===== config.mk =====
export PLATFORM = sky130hd
export DESIGN_NAME = dram_refresh_sched
export DESIGN_NICKNAME = d
export VERILOG_FILES = /design/src/rtl/dram_ref_pkg.sv /design/src/rtl/ref_tick_timer.sv /design/src/rtl/ref_debt_counter.sv /design/src/rtl/ref_strobe_gen.sv /design/src/rtl/dram_refresh_sched.sv
export SDC_FILE = /design/constraint.sdc
export NUM_CORES = 1
export LEC_CHECK = 0
export ABC_AREA = 1
export BUFFER_PORTS_ARGS = -buffer_cell sky130_fd_sc_hd__buf_2
export CAP_MARGIN = 20
export CORE_ASPECT_RATIO = 1.2
export CORE_MARGIN = 8
export CORE_UTILIZATION = 60
export CTS_CLUSTER_DIAMETER = 120
export DETAILED_ROUTE_END_ITERATION = 6
export GPL_ROUTABILITY_DRIVEN = 0
export GPL_TIMING_DRIVEN = 0
export MAX_ROUTING_LAYER = met4
export PLACE_DENSITY = 0.8
export SLEW_MARGIN = 40
export SYNTH_ARGS = -nofsm -noshare
export SYNTH_HDL_FRONTEND = slang
export SYNTH_SLANG_ARGS = --single-unit

===== constraint.sdc =====
create_clock -name clk -period 2.4 [get_ports clk]
set_clock_uncertainty 0.1 [all_clocks]
set_input_delay 0.48 -clock clk [delete_from_list [all_inputs] [get_ports clk]]
set_output_delay 0.48 -clock clk [all_outputs]
set_load 0.01 [all_outputs]

===== src/rtl/dram_ref_pkg.sv =====
package dram_ref_pkg;
  typedef enum logic [1:0] {
    PH_IDLE  = 2'd0,
    PH_LEAD  = 2'd1,
    PH_LOW   = 2'd2,
    PH_PRECH = 2'd3
  } ref_phase_t;

  typedef enum logic {
    RM_CBR      = 1'b0,
    RM_RAS_ONLY = 1'b1
  } ref_mode_t;
endpackage


===== src/rtl/ref_tick_timer.sv =====
module ref_tick_timer #(
  parameter int LIMIT = 3120
) (
  input  logic clk,
  input  logic rst,
  input  logic en,
  output logic tick
);
  localparam int W = (LIMIT > 1) ? $clog2(LIMIT) : 1;

  logic [W-1:0] cnt;

  always_ff @(posedge clk) begin
    if (rst) begin
      cnt  <= '0;
      tick <= 1'b0;
    end else begin
      tick <= 1'b0;
      if (en) begin
        if (cnt == W'(LIMIT - 1)) begin
          cnt  <= '0;
          tick <= 1'b1;
        end else begin
          cnt <= cnt + W'(1);
        end
      end
    end
  end

  a_r8_tick_isolated: assert property (@(posedge clk) disable iff (rst)
    (LIMIT > 1 && tick) |=> !tick);
endmodule


===== src/rtl/ref_debt_counter.sv =====
module ref_debt_counter #(
  parameter int MAX = 4,
  localparam int CW = $clog2(MAX + 1)
) (
  input  logic          clk,
  input  logic          rst,
  input  logic          inc,
  input  logic          dec,
  output logic [CW-1:0] cnt,
  output logic          full
);
  always_ff @(posedge clk) begin
    if (rst) begin
      cnt <= '0;
    end else if (inc && !dec && cnt != CW'(MAX)) begin
      cnt <= cnt + CW'(1);
    end else if (dec && !inc && cnt != '0) begin
      cnt <= cnt - CW'(1);
    end
  end

  assign full = (cnt == CW'(MAX));

  a_r10_no_overflow: assert property (@(posedge clk) disable iff (rst)
    cnt <= CW'(MAX));
  a_r10_step_down: assert property (@(posedge clk) disable iff (rst)
    (dec && !inc && cnt != '0) |=> cnt == $past(cnt) - CW'(1));
  a_r8_step_up: assert property (@(posedge clk) disable iff (rst)
    (inc && !dec && cnt != CW'(MAX)) |=> cnt == $past(cnt) + CW'(1));
endmodule


===== src/rtl/ref_strobe_gen.sv =====
module ref_strobe_gen
  import dram_ref_pkg::*;
#(
  parameter int ROW_W   = 10,
  parameter int CSR_CYC = 2,
  parameter int RAS_CYC = 12,
  parameter int RP_CYC  = 8
) (
  input  logic             clk,
  input  logic             rst,
  input  logic             start,
  input  ref_mode_t        mode,
  output logic             busy,
  output logic             done,
  output logic             ras_n,
  output logic             cas_n,
  output logic             addr_oe,
  output logic [ROW_W-1:0] row
);
  localparam int LONGEST = (RAS_CYC > RP_CYC)
                         ? ((RAS_CYC > CSR_CYC) ? RAS_CYC : CSR_CYC)
                         : ((RP_CYC > CSR_CYC) ? RP_CYC : CSR_CYC);
  localparam int PW = $clog2(LONGEST + 1);

  ref_phase_t   ph;
  ref_mode_t    mode_q;
  logic [PW-1:0] left;

  assign busy = (ph != PH_IDLE);
  assign done = (ph == PH_PRECH) && (left == '0);

  always_ff @(posedge clk) begin
    if (rst) begin
      ph      <= PH_IDLE;
      mode_q  <= RM_CBR;
      left    <= '0;
      ras_n   <= 1'b1;
      cas_n   <= 1'b1;
      addr_oe <= 1'b0;
      row     <= '0;
    end else begin
      case (ph)
        PH_IDLE: begin
          if (start) begin
            ph      <= PH_LEAD;
            mode_q  <= mode;
            left    <= PW'(CSR_CYC - 1);
            cas_n   <= (mode == RM_RAS_ONLY);
            addr_oe <= (mode == RM_RAS_ONLY);
          end
        end
        PH_LEAD: begin
          if (left == '0) begin
            ph    <= PH_LOW;
            left  <= PW'(RAS_CYC - 1);
            ras_n <= 1'b0;
          end else begin
            left <= left - PW'(1);
          end
        end
        PH_LOW: begin
          if (left == '0) begin
            ph      <= PH_PRECH;
            left    <= PW'(RP_CYC - 1);
            ras_n   <= 1'b1;
            cas_n   <= 1'b1;
            addr_oe <= 1'b0;
          end else begin
            left <= left - PW'(1);
          end
        end
        default: begin
          if (left == '0) begin
            ph <= PH_IDLE;
            if (mode_q == RM_RAS_ONLY) row <= row + ROW_W'(1);
          end else begin
            left <= left - PW'(1);
          end
        end
      endcase
    end
  end

  a_r4_cas_leads_ras: assert property (@(posedge clk) disable iff (rst)
    ($fell(ras_n) && mode_q == RM_CBR) |-> $past(!cas_n));
  a_r6_cas_held_high: assert property (@(posedge clk) disable iff (rst)
    (busy && mode_q == RM_RAS_ONLY) |-> cas_n);
  a_r7_row_step: assert property (@(posedge clk) disable iff (rst)
    (done && mode_q == RM_RAS_ONLY) |=> row == $past(row) + ROW_W'(1));
  a_r12_row_kept: assert property (@(posedge clk) disable iff (rst)
    (done && mode_q == RM_CBR) |=> $stable(row));
  a_r11_mode_held: assert property (@(posedge clk) disable iff (rst)
    (busy && ph != PH_LEAD) |-> $stable(mode_q));
endmodule


===== src/rtl/dram_refresh_sched.sv =====
module dram_refresh_sched
  import dram_ref_pkg::*;
#(
  parameter int PAUSE_CYC    = 20000,
  parameter int INTERVAL_CYC = 3120,
  parameter int INIT_CYC     = 8,
  parameter int PEND_MAX     = 4,
  parameter int CSR_CYC      = 2,
  parameter int RAS_CYC      = 12,
  parameter int RP_CYC       = 8,
  parameter int ROW_W        = 10,
  localparam int PCW = $clog2(PEND_MAX + 1),
  localparam int ICW = $clog2(INIT_CYC + 1)
) (
  input  logic             clk,
  input  logic             rst,
  input  logic             mode_sel,
  input  logic             grant,
  output logic             req,
  output logic             urgent,
  output logic             busy,
  output logic             ready,
  output logic [PCW-1:0]   pend_cnt,
  output logic             ras_n,
  output logic             cas_n,
  output logic             addr_oe,
  output logic [ROW_W-1:0] row_addr
);
  logic           pause_tick, pause_done;
  logic           due_tick;
  logic           start, done;
  logic [ICW-1:0] init_cnt;

  ref_tick_timer #(.LIMIT(PAUSE_CYC)) u_pause (
    .clk(clk), .rst(rst), .en(!pause_done), .tick(pause_tick));

  ref_tick_timer #(.LIMIT(INTERVAL_CYC)) u_interval (
    .clk(clk), .rst(rst), .en(ready), .tick(due_tick));

  ref_debt_counter #(.MAX(PEND_MAX)) u_debt (
    .clk(clk), .rst(rst), .inc(due_tick), .dec(done && ready),
    .cnt(pend_cnt), .full(urgent));

  ref_strobe_gen #(
    .ROW_W(ROW_W), .CSR_CYC(CSR_CYC), .RAS_CYC(RAS_CYC), .RP_CYC(RP_CYC)
  ) u_strobe (
    .clk(clk), .rst(rst), .start(start), .mode(ref_mode_t'(mode_sel)),
    .busy(busy), .done(done), .ras_n(ras_n), .cas_n(cas_n),
    .addr_oe(addr_oe), .row(row_addr));

  always_ff @(posedge clk) begin
    if (rst) begin
      pause_done <= 1'b0;
      ready      <= 1'b0;
      init_cnt   <= '0;
    end else begin
      if (pause_tick) pause_done <= 1'b1;
      if (done && !ready) begin
        init_cnt <= init_cnt + ICW'(1);
        if (init_cnt == ICW'(INIT_CYC - 1)) ready <= 1'b1;
      end
    end
  end

  assign req   = ready && !busy && (pend_cnt != '0);
  assign start = !busy && ((pause_done && !ready) || (req && grant));

  a_r2_quiet_in_pause: assert property (@(posedge clk) disable iff (rst)
    !pause_done |-> (ras_n && cas_n && !addr_oe));
  a_r9_start_needs_grant: assert property (@(posedge clk) disable iff (rst)
    ($rose(busy) && $past(ready)) |-> $past(grant));
  a_r3_ready_sticky: assert property (@(posedge clk) disable iff (rst)
    $past(ready) |-> ready);
  a_r10_urgent_only_full: assert property (@(posedge clk) disable iff (rst)
    urgent |-> pend_cnt != '0);
endmodule


== Yosys cells after proc, flatten, opt, wreduce, memory -nomap -nowiden ==
Cells that the tools add are included.

* Register bits: 58
* Bits of input ports: 4
* Output and inout port bits: 20
* Logic and storage cells: 93

* $add $sub $neg: 7
* Equal/unequal tests: 12
* Muxes and demuxes: 22
* Bitwise logic cells: 2
* Reductions and logical operators: 35

{| class="wikitable"
|+ Operator list
! cell !! number
|-
| 4-bit two-way mux || 4
|-
| 15-bit by 1-bit adder with 15-bit output, second input constant || 1
|-
| 15-bit equality test, second input constant || 1
|-
| 15-bit two-way mux || 1
|-
| 12-bit by 1-bit adder with 12-bit output, second input constant || 1
|-
| 12-bit equality test, second input constant || 1
|-
| 1-bit logical AND || 12
|-
| 12-bit two-way mux || 1
|-
| 4-bit case mux with 3 select lines || 1
|-
| 10-bit by 1-bit adder with 10-bit output, second input constant || 1
|-
| 2-bit nonzero test || 5
|-
| 3-bit AND reduction || 3
|-
| 2-bit two-way mux || 4
|-
| 3-bit two-way mux || 2
|-
| 1-bit case mux with 2 select lines || 3
|-
| 2-bit case mux with 3 select lines || 1
|-
| 2-bit AND reduction || 3
|-
| 1-bit two-way mux || 5
|-
| 4-bit by 1-bit adder with 4-bit output, second input constant || 1
|-
| 2-bit equality test, second input constant || 2
|-
| 4-bit by 3-bit equality test with 1-bit output, second input constant || 1
|-
| 1-bit zero test || 4
|-
| 4-bit zero test || 1
|-
| 2-bit by 1-bit inequality test with 1-bit output, second input constant || 2
|-
| other kinds (15) || 17
|}

== Depth between registers and ports, before layout ==
* Depth in word-level cells: 9
* Mapped depth: 11
* Mapped depth without buffers: 11

== Cells and area by module ==
From an unflattened synthesis, not the netlist that was laid out.

* Cells, all modules: 471
* Area total of the unflattened synthesis: 3224.3 sq um

{| class="wikitable"
|+ By module, submodules not included
! module !! instances !! cells an instance !! area each (sq um) !! seq. area each (sq um)
|-
| ref_strobe_gen || 1 || 168 || 1142.3 || 400.4
|-
| ref_tick_timer (u_pause) || 1 || 128 || 849.6 || 320.3
|-
| ref_tick_timer (u_interval) || 1 || 99 || 716.9 || 260.2
|-
| dram_refresh_sched || 1 || 45 || 306.5 || 120.1
|-
| ref_debt_counter || 1 || 31 || 209.0 || 60.1
|}

== Least setup slack after synthesis ==
OpenSTA, ideal clock, no wires.

* Path kind: register to register
* Start: register u_strobe.left[0]
* End: register u_debt.cnt[2]
* Setup time: 0.115 ns
* Arrival: 1.643 ns
* Data required time: 2.185 ns
* Slack: 0.542 ns
* Stages on the path, launching flop included: 9
* Path buffers: 0
* Period minus slack after synthesis: 1.858 ns
* Cell sequence: dfxtp_1 -> inv_1 -> ha_1 -> nand4_1 -> nand3_1 -> fa_1 -> o21bai_1 -> a21oi_1 -> nor2_1

* Word-level cells in the longest chain between the ends: 7
* Elaborated cells between the ends (all ways): 10
* Classes of those cells: 1 x mux; 9 x reduce/logical

{| class="wikitable"
|+ Ends and longest elaborated chain
! element !! RTL line !! source
|-
| from (decl) || ref_strobe_gen.sv:27 || <nowiki>logic [PW-1:0] left;</nowiki>
|-
| from (signal assigned) || ref_strobe_gen.sv:47 || <nowiki>left <= PW'(CSR_CYC - 1);</nowiki>
|-
| from (signal assigned) || ref_strobe_gen.sv:55 || <nowiki>left <= PW'(RAS_CYC - 1);</nowiki>
|-
| from (signal assigned) || ref_strobe_gen.sv:58 || <nowiki>left <= left - PW'(1);</nowiki>
|-
| 4-bit zero test * || ref_strobe_gen.sv:30 || <nowiki>assign done = (ph == PH_PRECH) && (left == '0);</nowiki>
|-
| 1-bit logical AND * || ref_strobe_gen.sv:30 ||
|-
| 1-bit logical AND * || dram_refresh_sched.sv:41 || <nowiki>.clk(clk), .rst(rst), .inc(due_tick), .dec(done && ready),</nowiki>
|-
| 1-bit zero test || ref_debt_counter.sv:15 || <nowiki>end else if (inc && !dec && cnt != CW'(MAX)) begin</nowiki>
|-
| 1-bit logical AND (2 in a row) || ref_debt_counter.sv:15 ||
|-
| 3-bit two-way mux or 2-bit nonzero test (tied branches) || n/a ||
|-
| to (signal assigned) || ref_debt_counter.sv:16 || <nowiki>cnt <= cnt + CW'(1);</nowiki>
|-
| to (signal assigned) || ref_debt_counter.sv:18 || <nowiki>cnt <= cnt - CW'(1);</nowiki>
|-
| to (decl) || ref_debt_counter.sv:9 || <nowiki>output logic [CW-1:0] cnt,</nowiki>
|}

Mark *: on every way between the ends. The rest lies on a longest branch, timed or not.
A chain may end at the register's enable or synchronous reset.

== Worst setup path in the final report ==
* Start: register u_strobe.ph[0]
* End: output req

* Word-level cells in the longest chain between the ends: 4

{| class="wikitable"
|+ Ends and longest elaborated chain
! element !! RTL line !! source
|-
| from (decl) || ref_strobe_gen.sv:25 || <nowiki>ref_phase_t ph;</nowiki>
|-
| from (signal assigned) || ref_strobe_gen.sv:34 || <nowiki>ph <= PH_IDLE;</nowiki>
|-
| from (signal assigned) || ref_strobe_gen.sv:45 || <nowiki>ph <= PH_LEAD;</nowiki>
|-
| from (signal assigned) || ref_strobe_gen.sv:54 || <nowiki>ph <= PH_LOW;</nowiki>
|-
| 2-bit nonzero test || ref_strobe_gen.sv:29 || <nowiki>assign busy = (ph != PH_IDLE);</nowiki>
|-
| 1-bit zero test || dram_refresh_sched.sv:65 || <nowiki>assign req = ready && !busy && (pend_cnt != '0);</nowiki>
|-
| 1-bit logical AND (2 in a row) || dram_refresh_sched.sv:65 ||
|-
| to (decl) || dram_refresh_sched.sv:19 || <nowiki>output logic req,</nowiki>
|}

No other way between the ends.

==> flow_summary.json <==
{
  "avgSynthCellArea_um2": 7.052,
  "required_ns": 1.82,
  "hp-class": "primary input to flip-flop",
  "portBuffers": 23,
  "postSynthRegisterBits": 58,
  "regArea_um2": 1161,
  "dp.cells": 530,
  "mostFrequentLayoutCells": "nand2_1 (105), nor2_1 (64), dfxtp_1 (58)",
  "vias_per_cell": 5.190,
  "cts_root_buf": "clkbuf_8",
  "final_common_cell": "nand2_1",
  "setup_tns_ns": 0,
  "syn_nets": 460,
  "final_cell_count_no_fill": 546,
  "dp_slack_ns": 0.3664,
  "p_leak_nw": 1.535,
  "n_fill_cell": 451,
  "maxSlewHeadroom_pct": 61.84,
  "core_um2": 5152,
  "netlist_top_cells_area": "dfxtp_1 (37%), nand2_1 (13%), nor2_1 (7.7%)",
  "routed_wl_mm": 6.719,
  "cts_hold_buf": 0,
  "rsz0062_at_grt": "no",
  "synth-main-ff-cell": "dfxtp_1",
  "multiInputGateArea_um2": 1698,
  "cts_buffers": 9,
  "fp.dieH_um": 95.22,
  "place_hpwl_mm": 4.837,
  "chipWidth_um": 82.02,
  "synth_edf_count": 0,
  "drt_iter0_drc": 154,
  "row_count": 29,
  "fin_area_um2": 3568,
  "die-area_um2": 7809,
  "synth.distinct_cells": 41,
  "setup_viol": 0,
  "ant_nets": 0,
  "worst_slew_pin_slew_ns": 0.5724,
  "worstSetupPathType": "flip-flop to output pin",
  "drtPass1Iterations": 7,
  "power_per_cell_area_nw_per_um2": 785.8,
  "wl_per_cell_um": 12.31,
  "drc_errors": 0,
  "crit_path_end_kind": "output pin",
  "grt_pass1_vias": 2785,
  "fmax_mhz": 477.5,
  "synth_top_area_share_pct": 37.00,
  "syn-cell-area_um2": 3138,
  "synth_top_area_cell": "dfxtp_1",
  "layout-area-overhead-vs-synth_pct": 13.72,
  "status": "completed",
  "rrSetupSlack_ns": 0.36,
  "cts_setup_buffers": 0,
  "finalHoldViolCount": 0,
  "fin_crit_ns": 2.094,
  "ir_worst_vdd_uv": 684.0,
  "htreeDepth": 3,
  "start_util_pct": 60.90,
  "crit_arrival_ns": 1.51,
  "setup_slack_ns": 0.3058,
  "grt_pass1_wl_mm": 11.95,
  "grt_max_degree": 11,
  "n_antenna_cell": 0,
  "cts_resized": 0,
  "vias": 2834,
  "cts.sinks": 58,
  "drive_above_1_share_pct": 16.12,
  "antenna_found_initial": 0,
  "clockBufferDepth": 2,
  "p_total_mw": 2.804,
  "fin_crit_sh_pct": 87.26,
  "overflow": 0,
  "drv_slew": 0,
  "cap_violations": 0,
  "async_reset_ff_share_pct": 0,
  "clk_pin_slew_worst_paths_ns": 0.06,
  "nets": 494,
  "tritoncts": "done",
  "io_pins": 24,
  "yosysWarnings": 0,
  "syn_inst": 445,
  "cp_max_fo": 5,
  "dpl_cell_area_um2": 3331,
  "track_usage_pct": 19.83,
  "ys_seq_area_share_pct": 37.00,
  "start_kind": "flip-flop",
  "insertion_delay_ns": 0.34
}
==> kinds of logic (layout without fill, tap and decap cells) <==
group / count (synthesis) / count (layout) / share of synthesized area [%]
simple gates: 249 / 249 / 37.72
fa+ha+maj: 11 / 11 / 4.625
compound gates: 50 / 50 / 8.972
xor+xnor: 10 / 10 / 2.791
flops: 58 / 58 / 37.00
buf+inv: 67 / 106 / 8.891
==> area by class of cell <==
cell class,instances,area share (%)
repair buffers,23,3.226
flip-flops and latches,58,32.54
clock buffers,12,4.628
clock inverters,4,2.034
inverters,60,6.592
well taps,62,2.174
multi-input cells,320,47.58
plain buffers,7,1.227
==> power by group <==
group	switching [mW]	leakage (nW)	total (mW)	internal, mW
sequential	0.0466	0.468	1.07	1.03
combinational	0.454	0.948	0.679	0.225
clock	0.384	0.119	1.05	0.667
total	0.885	1.53	2.80	1.92
==> stage by stage <==
| step | hold WS, ns | utilization (%) |
|---|---|---|
| floorplan | 0.3114 | - |
| global placement | 0.3232 | 64.64 |
| detailed placement | 0.3426 | 64.64 |
| CTS | 0.3231 | 69.26 |
| global route | 0.3446 | 69.26 |
| finish | 0.3401 | 69.26 |
==> final timing paths <==
kind | startpoint | end | cells past startpoint
max | u_strobe.ph[0]$_SDFFE_PP0P_ | req | 5
min | mode_sel | u_strobe.mode_q$_SDFFE_PP0P_ | 3
max reg2reg | u_strobe.left[0]$_SDFFE_PP0P_ | u_debt.cnt[2]$_SDFFE_PP0P_ | 8
min reg2reg | u_pause.tick$_SDFF_PP0_ | pause_done$_SDFFE_PP0P_ | 2
==> routing by layer <==
layer  global-route usage, %  part of all wire, %
met2                   32.70                   50
met4                   9.971                  1.7
met1                   22.00                   45
met5                       -                    0
met3                   4.151                  2.8
==> state kept, by name (all words and copies together), names as in the netlist, 2 cells and up <==
signal          flops
init_cnt            4
u_strobe.left       4
u_interval.cnt     12
u_pause.cnt        15
u_debt.cnt          3
u_strobe.ph         2
u_strobe.row       10
==> critical path, cell delays in order, from the launching register on <==
cell and delay [ns]:
dfxtp_1 0.34, inv_1 0.12, ha_1 0.31, nand2_1 0.11, a31oi_1 0.14, buf_2 0.15
==> cells in the mapped netlist, drive strengths merged (2+ instances only) <==
cell type,count
o21ai,13
o21bai,2
nand2,112
a31oi,2
buf,5
nor2,74
or2,3
dfxtp,58
ha,10
nor3,17
nand3,29
xor2,6
clkbuf,2
xnor2,4
a21oi,28
inv,60
nand4,12
Note: power is estimated with default switching activity, not from simulation.
